--- src/rtl/sib_pkg.sv ---
package sib_pkg;
  parameter int DATA_W = 16;
  parameter int ADR_W  = 5;
  localparam int OPC_W = DATA_W - 2 * ADR_W;

  localparam logic [OPC_W-1:0] OPC_RD = 6'b100110;
  localparam logic [OPC_W-1:0] OPC_WR = 6'b100101;
  localparam logic [ADR_W-1:0] IDX_CMD  = 5'd0;
  localparam logic [ADR_W-1:0] IDX_DATA = 5'd1;

  typedef enum logic [1:0] {OP_NONE, OP_READ, OP_WRITE} op_e;

  function automatic op_e decode_op(input logic [DATA_W-1:0] word);
    logic [OPC_W-1:0] opc;
    opc = word[DATA_W-1 -: OPC_W];
    if (opc == OPC_RD) return OP_READ;
    if (opc == OPC_WR) return OP_WRITE;
    return OP_NONE;
  endfunction

  function automatic logic [ADR_W-1:0] cmd_dev(input logic [DATA_W-1:0] word);
    return word[2*ADR_W-1 -: ADR_W];
  endfunction

  function automatic logic [ADR_W-1:0] cmd_reg(input logic [DATA_W-1:0] word);
    return word[ADR_W-1:0];
  endfunction

  function automatic logic [DATA_W-1:0] status_word(input logic busy,
                                                    input logic [DATA_W-1:0] word);
    return {busy, word[DATA_W-2:0]};
  endfunction
endpackage

--- src/rtl/sib_host_decode.sv ---
module sib_host_decode
  import sib_pkg::*;
(
  input  logic              host_valid,
  input  logic              host_write,
  input  logic [ADR_W-1:0]  host_phy,
  input  logic [ADR_W-1:0]  host_reg,
  input  logic [DATA_W-1:0] host_wdata,
  input  logic [ADR_W-1:0]  strap_addr,
  output logic              bypass,
  output logic              hit,
  output logic              sel_cmd,
  output logic              sel_data,
  output logic              cmd_wr_evt,
  output logic              data_wr_evt,
  output op_e               op
);
  always_comb begin
    bypass      = (strap_addr == '0);
    hit         = host_valid && !bypass && (host_phy == strap_addr);
    sel_cmd     = (host_reg == IDX_CMD);
    sel_data    = (host_reg == IDX_DATA);
    cmd_wr_evt  = hit && host_write && sel_cmd;
    data_wr_evt = hit && host_write && sel_data;
    op          = decode_op(host_wdata);
  end
endmodule

--- src/rtl/sib_engine.sv ---
module sib_engine
  import sib_pkg::*;
(
  input  logic              clk,
  input  logic              rst_n,
  input  logic              cmd_wr_evt,
  input  logic              data_wr_evt,
  input  op_e               op,
  input  logic [DATA_W-1:0] wdata,
  input  logic              int_ack,
  input  logic [DATA_W-1:0] int_rdata,
  output logic              busy,
  output logic              we_q,
  output logic [DATA_W-1:0] cmd_q,
  output logic [DATA_W-1:0] data_q
);
  logic launch_evt, complete_evt, ignored_cmd_evt, noop_cmd_evt, blocked_data_evt;

  assign launch_evt       = cmd_wr_evt && !busy && (op != OP_NONE);
  assign complete_evt     = busy && int_ack;
  assign ignored_cmd_evt  = cmd_wr_evt && busy;
  assign noop_cmd_evt     = cmd_wr_evt && !busy && (op == OP_NONE);
  assign blocked_data_evt = data_wr_evt && busy;

  always_ff @(posedge clk or negedge rst_n) begin
    if (!rst_n) begin
      busy   <= 1'b0;
      we_q   <= 1'b0;
      cmd_q  <= '0;
      data_q <= '0;
    end else if (launch_evt) begin
      busy  <= 1'b1;
      we_q  <= (op == OP_WRITE);
      cmd_q <= wdata;
    end else if (complete_evt) begin
      busy <= 1'b0;
      if (!we_q) data_q <= int_rdata;
    end else if (data_wr_evt && !busy) begin
      data_q <= wdata;
    end
  end

  assert_req_held_R3: assert property (@(posedge clk) disable iff (!rst_n)
    (busy && !int_ack) |=> busy);
  assert_launch_busy_R5: assert property (@(posedge clk) disable iff (!rst_n)
    launch_evt |=> busy);
  assert_busy_clears_R6: assert property (@(posedge clk) disable iff (!rst_n)
    complete_evt |=> !busy);
  assert_cmd_hold_R7: assert property (@(posedge clk) disable iff (!rst_n)
    ignored_cmd_evt |=> ($stable(cmd_q) && $stable(we_q)));
  assert_noop_idle_R8: assert property (@(posedge clk) disable iff (!rst_n)
    noop_cmd_evt |=> (!busy && $stable(cmd_q)));
  assert_data_hold_R9: assert property (@(posedge clk) disable iff (!rst_n)
    (blocked_data_evt && !int_ack) |=> $stable(data_q));
endmodule

--- src/rtl/smi_indirect_bridge.sv ---
module smi_indirect_bridge
  import sib_pkg::*;
(
  input  logic              clk,
  input  logic              rst_n,
  input  logic [ADR_W-1:0]  strap_addr,
  input  logic              host_valid,
  input  logic              host_write,
  input  logic [ADR_W-1:0]  host_phy,
  input  logic [ADR_W-1:0]  host_reg,
  input  logic [DATA_W-1:0] host_wdata,
  output logic              host_ack,
  output logic [DATA_W-1:0] host_rdata,
  output logic              int_req,
  output logic              int_we,
  output logic [ADR_W-1:0]  int_dev,
  output logic [ADR_W-1:0]  int_reg,
  output logic [DATA_W-1:0] int_wdata,
  input  logic              int_ack,
  input  logic [DATA_W-1:0] int_rdata
);
  logic bypass, hit, sel_cmd, sel_data, cmd_wr_evt, data_wr_evt;
  op_e  op;
  logic busy, we_q;
  logic [DATA_W-1:0] cmd_q, data_q;

  sib_host_decode u_dec (
    .host_valid (host_valid), .host_write (host_write), .host_phy (host_phy),
    .host_reg (host_reg), .host_wdata (host_wdata), .strap_addr (strap_addr),
    .bypass (bypass), .hit (hit), .sel_cmd (sel_cmd), .sel_data (sel_data),
    .cmd_wr_evt (cmd_wr_evt), .data_wr_evt (data_wr_evt), .op (op)
  );

  sib_engine u_eng (
    .clk (clk), .rst_n (rst_n), .cmd_wr_evt (cmd_wr_evt), .data_wr_evt (data_wr_evt),
    .op (op), .wdata (host_wdata), .int_ack (int_ack), .int_rdata (int_rdata),
    .busy (busy), .we_q (we_q), .cmd_q (cmd_q), .data_q (data_q)
  );

  always_comb begin
    if (bypass) begin
      int_req    = host_valid;
      int_we     = host_write;
      int_dev    = host_phy;
      int_reg    = host_reg;
      int_wdata  = host_wdata;
      host_ack   = int_ack;
      host_rdata = int_rdata;
    end else begin
      int_req   = busy;
      int_we    = we_q;
      int_dev   = cmd_dev(cmd_q);
      int_reg   = cmd_reg(cmd_q);
      int_wdata = data_q;
      host_ack  = hit;
      if (hit && sel_cmd)       host_rdata = status_word(busy, cmd_q);
      else if (hit && sel_data) host_rdata = data_q;
      else                      host_rdata = '0;
    end
  end

  assert_idle_no_req_R1: assert property (@(posedge clk) disable iff (!rst_n)
    (!bypass && !busy) |-> !int_req);
  assert_req_target_stable_R3: assert property (@(posedge clk) disable iff (!rst_n)
    (!bypass && int_req && !int_ack) |=> (int_req && $stable(int_dev) && $stable(int_reg)));
endmodule

--- config.mk ---
export PLATFORM = sky130hd
export DESIGN_NAME = smi_indirect_bridge
export DESIGN_NICKNAME = d
export VERILOG_FILES = /design/src/rtl/sib_pkg.sv /design/src/rtl/sib_host_decode.sv /design/src/rtl/sib_engine.sv /design/src/rtl/smi_indirect_bridge.sv
export SDC_FILE = /design/constraint.sdc
export NUM_CORES = 1
export LEC_CHECK = 0
export ABC_AREA = 1
export BUFFER_PORTS_ARGS = -buffer_cell sky130_fd_sc_hd__buf_4
export CELL_PAD_IN_SITES_DETAIL_PLACEMENT = 0
export CELL_PAD_IN_SITES_GLOBAL_PLACEMENT = 1
export CORE_MARGIN = 8
export CORE_UTILIZATION = 35
export DETAILED_ROUTE_END_ITERATION = 8
export PLACE_DENSITY = 0.86
export SLEW_MARGIN = 0
export SYNTH_ARGS = -nofsm -noshare
export SYNTH_HDL_FRONTEND = slang
export SYNTH_SLANG_ARGS = --single-unit
--- constraint.sdc ---
create_clock -name clk -period 5.84 [get_ports clk]
set_clock_uncertainty 0.2 [all_clocks]
set_input_delay 1.752 -clock clk [delete_from_list [all_inputs] [get_ports clk]]
set_output_delay 1.752 -clock clk [all_outputs]
set_load 0.01 [all_outputs]
==> results by group, run 1 <==
Outcome
  – Outcome: completed

Yosys
  – Post-Synthesis Net Count: around 410
  – Top cell type's share of synthesized area: 0.357
  – Post-synthesis sequential area ratio: 0.357
  – Ys Warns: 0
  – Most area-consuming cells after synthesis: dfrtp_1 36%, nand2_1 21%, o21ai_0 7.6%
  – Synthesized instance count: approximately 350
  – Flops & latches, synth: 33
  – Avg Synthesized Cell Area: about 6.5 µm²
  – Yosys cell types: 23
  – Synth area leader: dfrtp_1
  – Synthesized cell area: 2310 µm²

Placed design
  – Placed Cells: slightly above 500
  – Pre-CTS WS: 0.473 ns
  – I/O Buffers: 96
  – Area post-placement: just over 3000 µm²
  – Post-DP HPWL: 6040 µm
  – GP Congestion: between 0.7 and 0.8

Cells and area
  – Final instance area: 3180 µm²
  – Multi-input gate area: 1270 µm²
  – Filler cells: 664
  – Layout Nets: 496
  – Ant diodes: 0
  – Share of post-route cells with drive strength above 1: 0.274
  – Syn-to-layout area delta: 37.7%
  – Fin util: 0.498
  – Sequential cell area: just over 800 µm²
  – Post-Layout Cell Count: approximately 520

Clocking
  – Clock root buffer: clkbuf_8
  – H-tree Lvls: 2
  – Clk_lat worst skew: 0.28 ns
  – Postcts setup bufs: 0
  – Clk buf depth: 2
  – Cts bufs inserted: 5
  – Sink Count: 33
  – CTS tree: built
  – Post-cts sizing count: 0
  – Hold buffer count at cts: 0
  – Register clock-pin slew on the reported worst setup and hold paths: 0.07 ns

Floorplanning
  – Initial Util: 0.362
  – Die ar.: approximately 9500 µm²
  – Die H: around 97 µm
  – Rows: 29
  – Overall die width: between 90 and 100 µm
  – Core Box Area: 6390 µm²
  – Io pins: 97

Global route
  – Met2 GRT Util: 0.261
  – Most Crowded Layer GR: met2
  – GR Util met1: 0.218
  – Vias in the first global route: 2685
  – Initial antenna violation count: 0
  – Largest net degree at the start of global routing: 34
  – First-pass GRT wire length: 13200 µm
  – Gr ovfl total: 0
  – Total track usage: 0.167
  – Met3 usage: 0.0512

Detailed routing
  – First-pass detailed-route iteration total: 5
  – Antenna Nets Post-Route: 0
  – Remaining routing DRC violations: 0
  – Average wire per standard cell: 15.5 µm
  – WL final: just over 8000 µm
  – Vias: 2629
  – Initial DRC Count: around 180
  – Detail-routed via count per cell: roughly 5.0

Run
  – Max Cap Violations: 0

Power
  – Clock share of power: 0.346
  – Switch Pwr: 0.150 mW
  – PwrDens: roughly 170 nW/µm²
  – Sw frac: 0.272
  – Reg power frac: 0.446
  – Gate power share: 0.207
  – Leak: roughly 1.7 nW
  – Max IR drop VDD: 0.0000895 V
  – Pint: 0.401 mW

Setup path
  – CP startpoint kind: input pin
  – Crit path buf inv count: 2
  – CP max-delay cell: nand3_2
  – CP Capture Type: output port
  – Crit-path cells: buf_4 -> nor2_1 -> nand2_1 -> nor3_2 -> nand3_2 -> o221ai_1 -> buf_4
  – Crit path max fanout: 16
  – CP most frequent cell: buf_4
  – Max incr delay on CP: about 0.43 ns
  – WP data required: about 3.9 ns
  – CP arrival: 3.40 ns
  – Critical path class: input pin to output port
  – Delay-heaviest family, CP: simple AND/OR/NAND/NOR gates

STA
  – Post-route minimum period: 5.35 ns
  – Fin Setup TNS: 0 ns
  – Slew Limit Fails: 0
  – Final hold violations: 0
  – Max-slew headroom: 0.234
  – RSZ-0062 raised after global routing: no
  – Final worst-path cycle share: 0.916
  – Max Fclk: 187 MHz
  – Final setup fails: 0
  – Final WS setup: 0.491 ns
  – Worst-margin pin slew: approximately 1.1 ns

Min path
  – Hold Crit Class: flip-flop to flip-flop
placed cells by master (no fill, tap or decap), drive strengths merged:
master,instances
a21oi,15
buf,100
clkbuf,7
clkinv,1
dfrtp,33
inv,36
mux2,2
nand2,130
nand3,30
nand3b,2
nand4,1
nor2,33
nor3,2
o211ai,4
o21ai,38
o221ai,11
worst paths after layout:
path                                      start              end  slack (ns)  depth (start not counted)
worst max-delay path                host_reg[3]    host_rdata[9]        0.49                          7
worst min-delay path            u_eng.cmd_q[12]  u_eng.cmd_q[12]        0.27                          2
worst max register to register       u_eng.busy  u_eng.data_q[3]        3.10                          5
worst min register to register  u_eng.cmd_q[12]  u_eng.cmd_q[12]        0.27                          2
max in group asynchronous                 rst_n       u_eng.busy        3.92                          1
min in group asynchronous                 rst_n   u_eng.cmd_q[1]        1.20                          1
power groups by stage:
stage               clock network [mW]  registers, mW  logic (mW)
floorplan                            0          0.248      0.0484
global placement                     0          0.250       0.115
detailed placement                   0          0.250       0.115
CTS                              0.196          0.246       0.115
global route                     0.204          0.247       0.128
finish                           0.191          0.246       0.114
state kept, by name, summed over array words and instances, names as in the netlist:
name and cells:
u_eng.we_q 1, u_eng.data_q 16, u_eng.cmd_q 15, u_eng.busy 1
cell usage after synthesis, drive strengths merged:
master  number
o211ai       4
o21ai       38
dfrtp       33
buf          5
o221ai      11
nand2      130
a21oi       15
nor3         2
nand3       30
inv         36
nor2        33
nand3b       2
nand4        1
clkbuf      12
mux2         2
per-stage QoR:
step / hold WS [ns] / total power [mW]
finish: 0.269 / 0.551
global route: 0.286 / 0.579
CTS: 0.275 / 0.557
detailed placement: 0.258 / 0.365
global placement: 0.237 / 0.364
floorplan: 0.223 / 0.297
cell families (layout without fill, tap and decap cells):
| logic type | Yosys count | count (layout) | share of synthesized area |
|---|---|---|---|
| AO/OA/AOI/OAI | 68 | 68 | 0.169 |
| buffers and inverters | 53 | 144 | 0.0942 |
| flip-flops | 33 | 33 | 0.357 |
| multiplexers | 2 | 2 | 0.00974 |
| AND/OR/NAND/NOR | 198 | 198 | 0.369 |
tightest hold or removal path, stage by stage (launching register included):
cell and delay [ns]:
dfrtp_1 0.33, inv_1 0.05, nand2_1 0.06
layer usage:
layer / part of all wire / vias up
li1: - / 1324
met1: 0.46 / 1198
met2: 0.44 / 99
met3: 0.085 / 8
met4: 0.013 / 0
met5: 0 / -
layout make-up:
cell class                      instances  share of cell area
Tap cell                               77              0.0303
Sequential cell                        33               0.260
Timing Repair Buffer                  100               0.236
Clock inverter                          1             0.00157
Inverter                               36              0.0425
Clock buffer                            7              0.0303
Multi-Input combinational cell        268               0.400
No activity file was read; power rests on OpenSTA's default activity.
==> inputs of run 2 (changes only) <==
Settings changed: ABC_AREA 1 to default, CORE_UTILIZATION 35 to 38, PLACE_DENSITY 0.86 to 0.85.
==> results by group, run 2 <==
Outcome
  – Outcome: completed

Clocking
  – Postcts setup bufs: 0 (unchanged)
  – Sink Count: 33 (unchanged)
  – Clk buf depth: 2 (unchanged)
  – H-tree Lvls: 2 (unchanged)
  – Hold buffer count at cts: 0 (unchanged)
  – CTS tree: built
  – Clock root buffer: clkbuf_8
  – Clk_lat worst skew: 0.28 ns (about the same)
  – Register clock-pin slew on the reported worst setup and hold paths: 0.06 ns (about the same)
  – Post-cts sizing count: 0 (unchanged)
  – Cts bufs inserted: 5 (unchanged)

Yosys
  – Top_reg_cell synth: dfrtp_1
  – Ys Warns: 0 (unchanged)
  – Synth area leader: dfrtp_1
  – Yosys cell types: 30 (+30%)
  – Post-synthesis sequential area ratio: 0.381 (+0.0237)
  – Most area-consuming cells after synthesis: dfrtp_1 38%, mux2_2 17%, mux2i_1 7.4%
  – Synthesized instance count: 197 (-44%)
  – Flops & latches, synth: 33 (unchanged)
  – Synth async-reset ratio: 1.00 (unchanged)
  – Top cell type's share of synthesized area: 0.381 (+0.0237)
  – Avg Synthesized Cell Area: 11.0 µm² (+69%)
  – Post-Synthesis Net Count: 249 (-39%)
  – EDFF count, synth: 0 (unchanged)
  – Top cells by count, synth: 33 x dfrtp_1, 33 x mux2_2, 19 x nand2_1
  – Synthesized cell area: 2170 µm² (-6.2%)

STA
  – Max Fclk: 186 MHz (-0.64%)
  – Final worst-path cycle share: 0.922 (+0.00592)
  – Slew Limit Fails: 0 (unchanged)
  – Worst-margin pin slew: 0.873 ns (-0.272 ns)
  – RSZ-0062 raised after global routing: no
  – Final setup fails: 0 (unchanged)
  – Final hold violations: 0 (unchanged)
  – Final hold slack: 0.273 ns (+0.00321 ns)
  – Fin Setup TNS: 0 ns (unchanged)
  – Post-route minimum period: 5.38 ns (+0.0346 ns)
  – Max-slew headroom: 0.416 (+0.182)

Setup path
  – CP most frequent cell: buf_4
  – Max incr delay on CP: 0.57 ns (+0.14 ns)
  – Crit-path cells: buf_4 -> or4_1 -> nor2_4 -> buf_4 -> mux2_2 -> buf_4
  – CP startpoint kind: input pin
  – WP data required: 3.89 ns (about the same)
  – Crit path buf inv count: 3 (+1)
  – R2R Setup Slk: 3.71 ns (+0.61 ns)
  – Critical path class: input pin to output port
  – Delay-heaviest family, CP: simple AND/OR/NAND/NOR gates
  – CP arrival: 3.43 ns (+0.03 ns)
  – CP max-delay cell: or4_1
  – Crit path max fanout: 27 (+11)
  – CP Capture Type: output port

Run
  – Max Cap Violations: 0 (unchanged)

Cells and area
  – Biggest registers after layout: u_eng.data_q x16, u_eng.cmd_q x15
  – Multi-input gate area: 1250 µm² (-1.9%)
  – Layout Nets: 342 (-31%)
  – Filler cells: 522 (-21%)
  – Share of post-route cells with drive strength above 1: 0.514 (+0.240)
  – Sequential cell area: 826 µm² (unchanged)
  – Most common cell after layout, fill and taps aside: buf_4
  – Ant diodes: 0 (unchanged)
  – Number of flip-flops in the largest register: 16 (unchanged)
  – Most frequent cells in the layout: 99 x buf_4, 33 x mux2_2, 33 x dfrtp_1
  – Most flop-heavy register: u_eng.data_q
  – Syn-to-layout area delta: 39.3%

Detailed routing
  – Detail-routed via count per cell: 5.31 (+5.4%)
  – Antenna Nets Post-Route: 0 (unchanged)
  – First-pass detailed-route iteration total: 4 (-1)
  – Remaining routing DRC violations: 0 (unchanged)
  – Vias: 1921 (-27%)
  – Initial DRC Count: 92 (-49%)
  – Average wire per standard cell: 18.2 µm (+18%)
  – WL final: 6600 µm (-18%)

Min path
  – Hold Crit Class: flip-flop to flip-flop

Power
  – Leak: 1.46 nW (-16%)
  – PwrDens: 181 nW/µm² (+4.4%)
  – Max IR drop VDD: 0.000147 V (+65%)

Floorplanning
  – Io pins: 97 (unchanged)
  – Initial Util: 0.394 (+0.0317)
  – Overall die width: 91.5 µm (-5.9%)
  – Rows: 27 (-6.9%)
  – Core Box Area: 5510 µm² (-14%)
  – Die ar.: 8380 µm² (-11%)
  – Die H: 91.5 µm (-5.9%)

Global route
  – First-pass GRT wire length: 10400 µm (-21%)
  – Gr ovfl total: 0 (unchanged)
  – Vias in the first global route: 2078 (-23%)
  – Total track usage: 0.155 (-0.0124)
  – Initial antenna violation count: 0 (unchanged)
  – Largest net degree at the start of global routing: 34 (unchanged)

Placed design
  – I/O Buffers: 96 (unchanged)
  – Post-DP HPWL: 4910 µm (-19%)
  – GP Congestion: 0.785 (+0.89%)
==> run 2: worst reg2reg max path, stage by stage (launching register included) <==
cell and delay [ns]:
dfrtp_1 0.41, nand3b_1 0.63, nand2_2 0.46, o21a_1 0.31
==> run 2: where the power goes <==
group / internal (mW) / leakage (nW) / total [mW] / switching (mW)
combinational: 0.0715 / 0.978 / 0.121 / 0.0496
clock: 0.0934 / 0.0443 / 0.173 / 0.0792
sequential: 0.242 / 0.435 / 0.252 / 0.00996
==> run 2: metrics by stage <==
| stage | util | setup slack (ns) | cell area, µm² | power [mW] | std cells |
|---|---|---|---|---|---|
| floorplan | - | 0.732 | 2170 | 0.307 | 197 |
| global placement | 0.532 | 0.441 | 2930 | 0.378 | 355 |
| detailed placement | 0.532 | 0.454 | 2930 | 0.379 | 355 |
| CTS | 0.548 | 0.445 | 3020 | 0.553 | 362 |
| global route | 0.548 | 0.403 | 3020 | 0.573 | 362 |
| finish | 0.548 | 0.456 | 3020 | 0.546 | 362 |
==> run 2: area by class of cell <==
type	count	area share
Clock buffer	7	0.0286
Inverter	1	0.00124
Multi-Input combinational cell	149	0.414
Sequential cell	33	0.274
Tap cell	72	0.0299
Timing Repair Buffer	100	0.253
==> run 2: path summary, 6_finish.rpt <==
path,startpoint,end,depth (start not counted)
setup / recovery,strap_addr[0],int_wdata[15],6
hold / removal,u_eng.cmd_q[12],u_eng.cmd_q[12],1
setup reg to reg,u_eng.busy,u_eng.data_q[14],3
hold reg to reg,u_eng.cmd_q[12],u_eng.cmd_q[12],1
max in group asynchronous,rst_n,u_eng.data_q[13],1
min in group asynchronous,rst_n,u_eng.cmd_q[9],1
==> run 2: per-layer routing <==
layer | part of all wire | track usage
met1 | 0.44 | 0.188
met2 | 0.48 | 0.257
met3 | 0.063 | 0.0313
met4 | 0.017 | 0.0682
met5 | 0 | 0
==> run 2: logic make-up after synthesis <==
family	Yosys count	synth area share
XOR/XNOR	6	0.0242
flip-flops	33	0.381
buffers and inverters	15	0.0450
AND/OR/NAND/NOR	36	0.0901
AO/OA/AOI/OAI	51	0.166
multiplexers	56	0.294
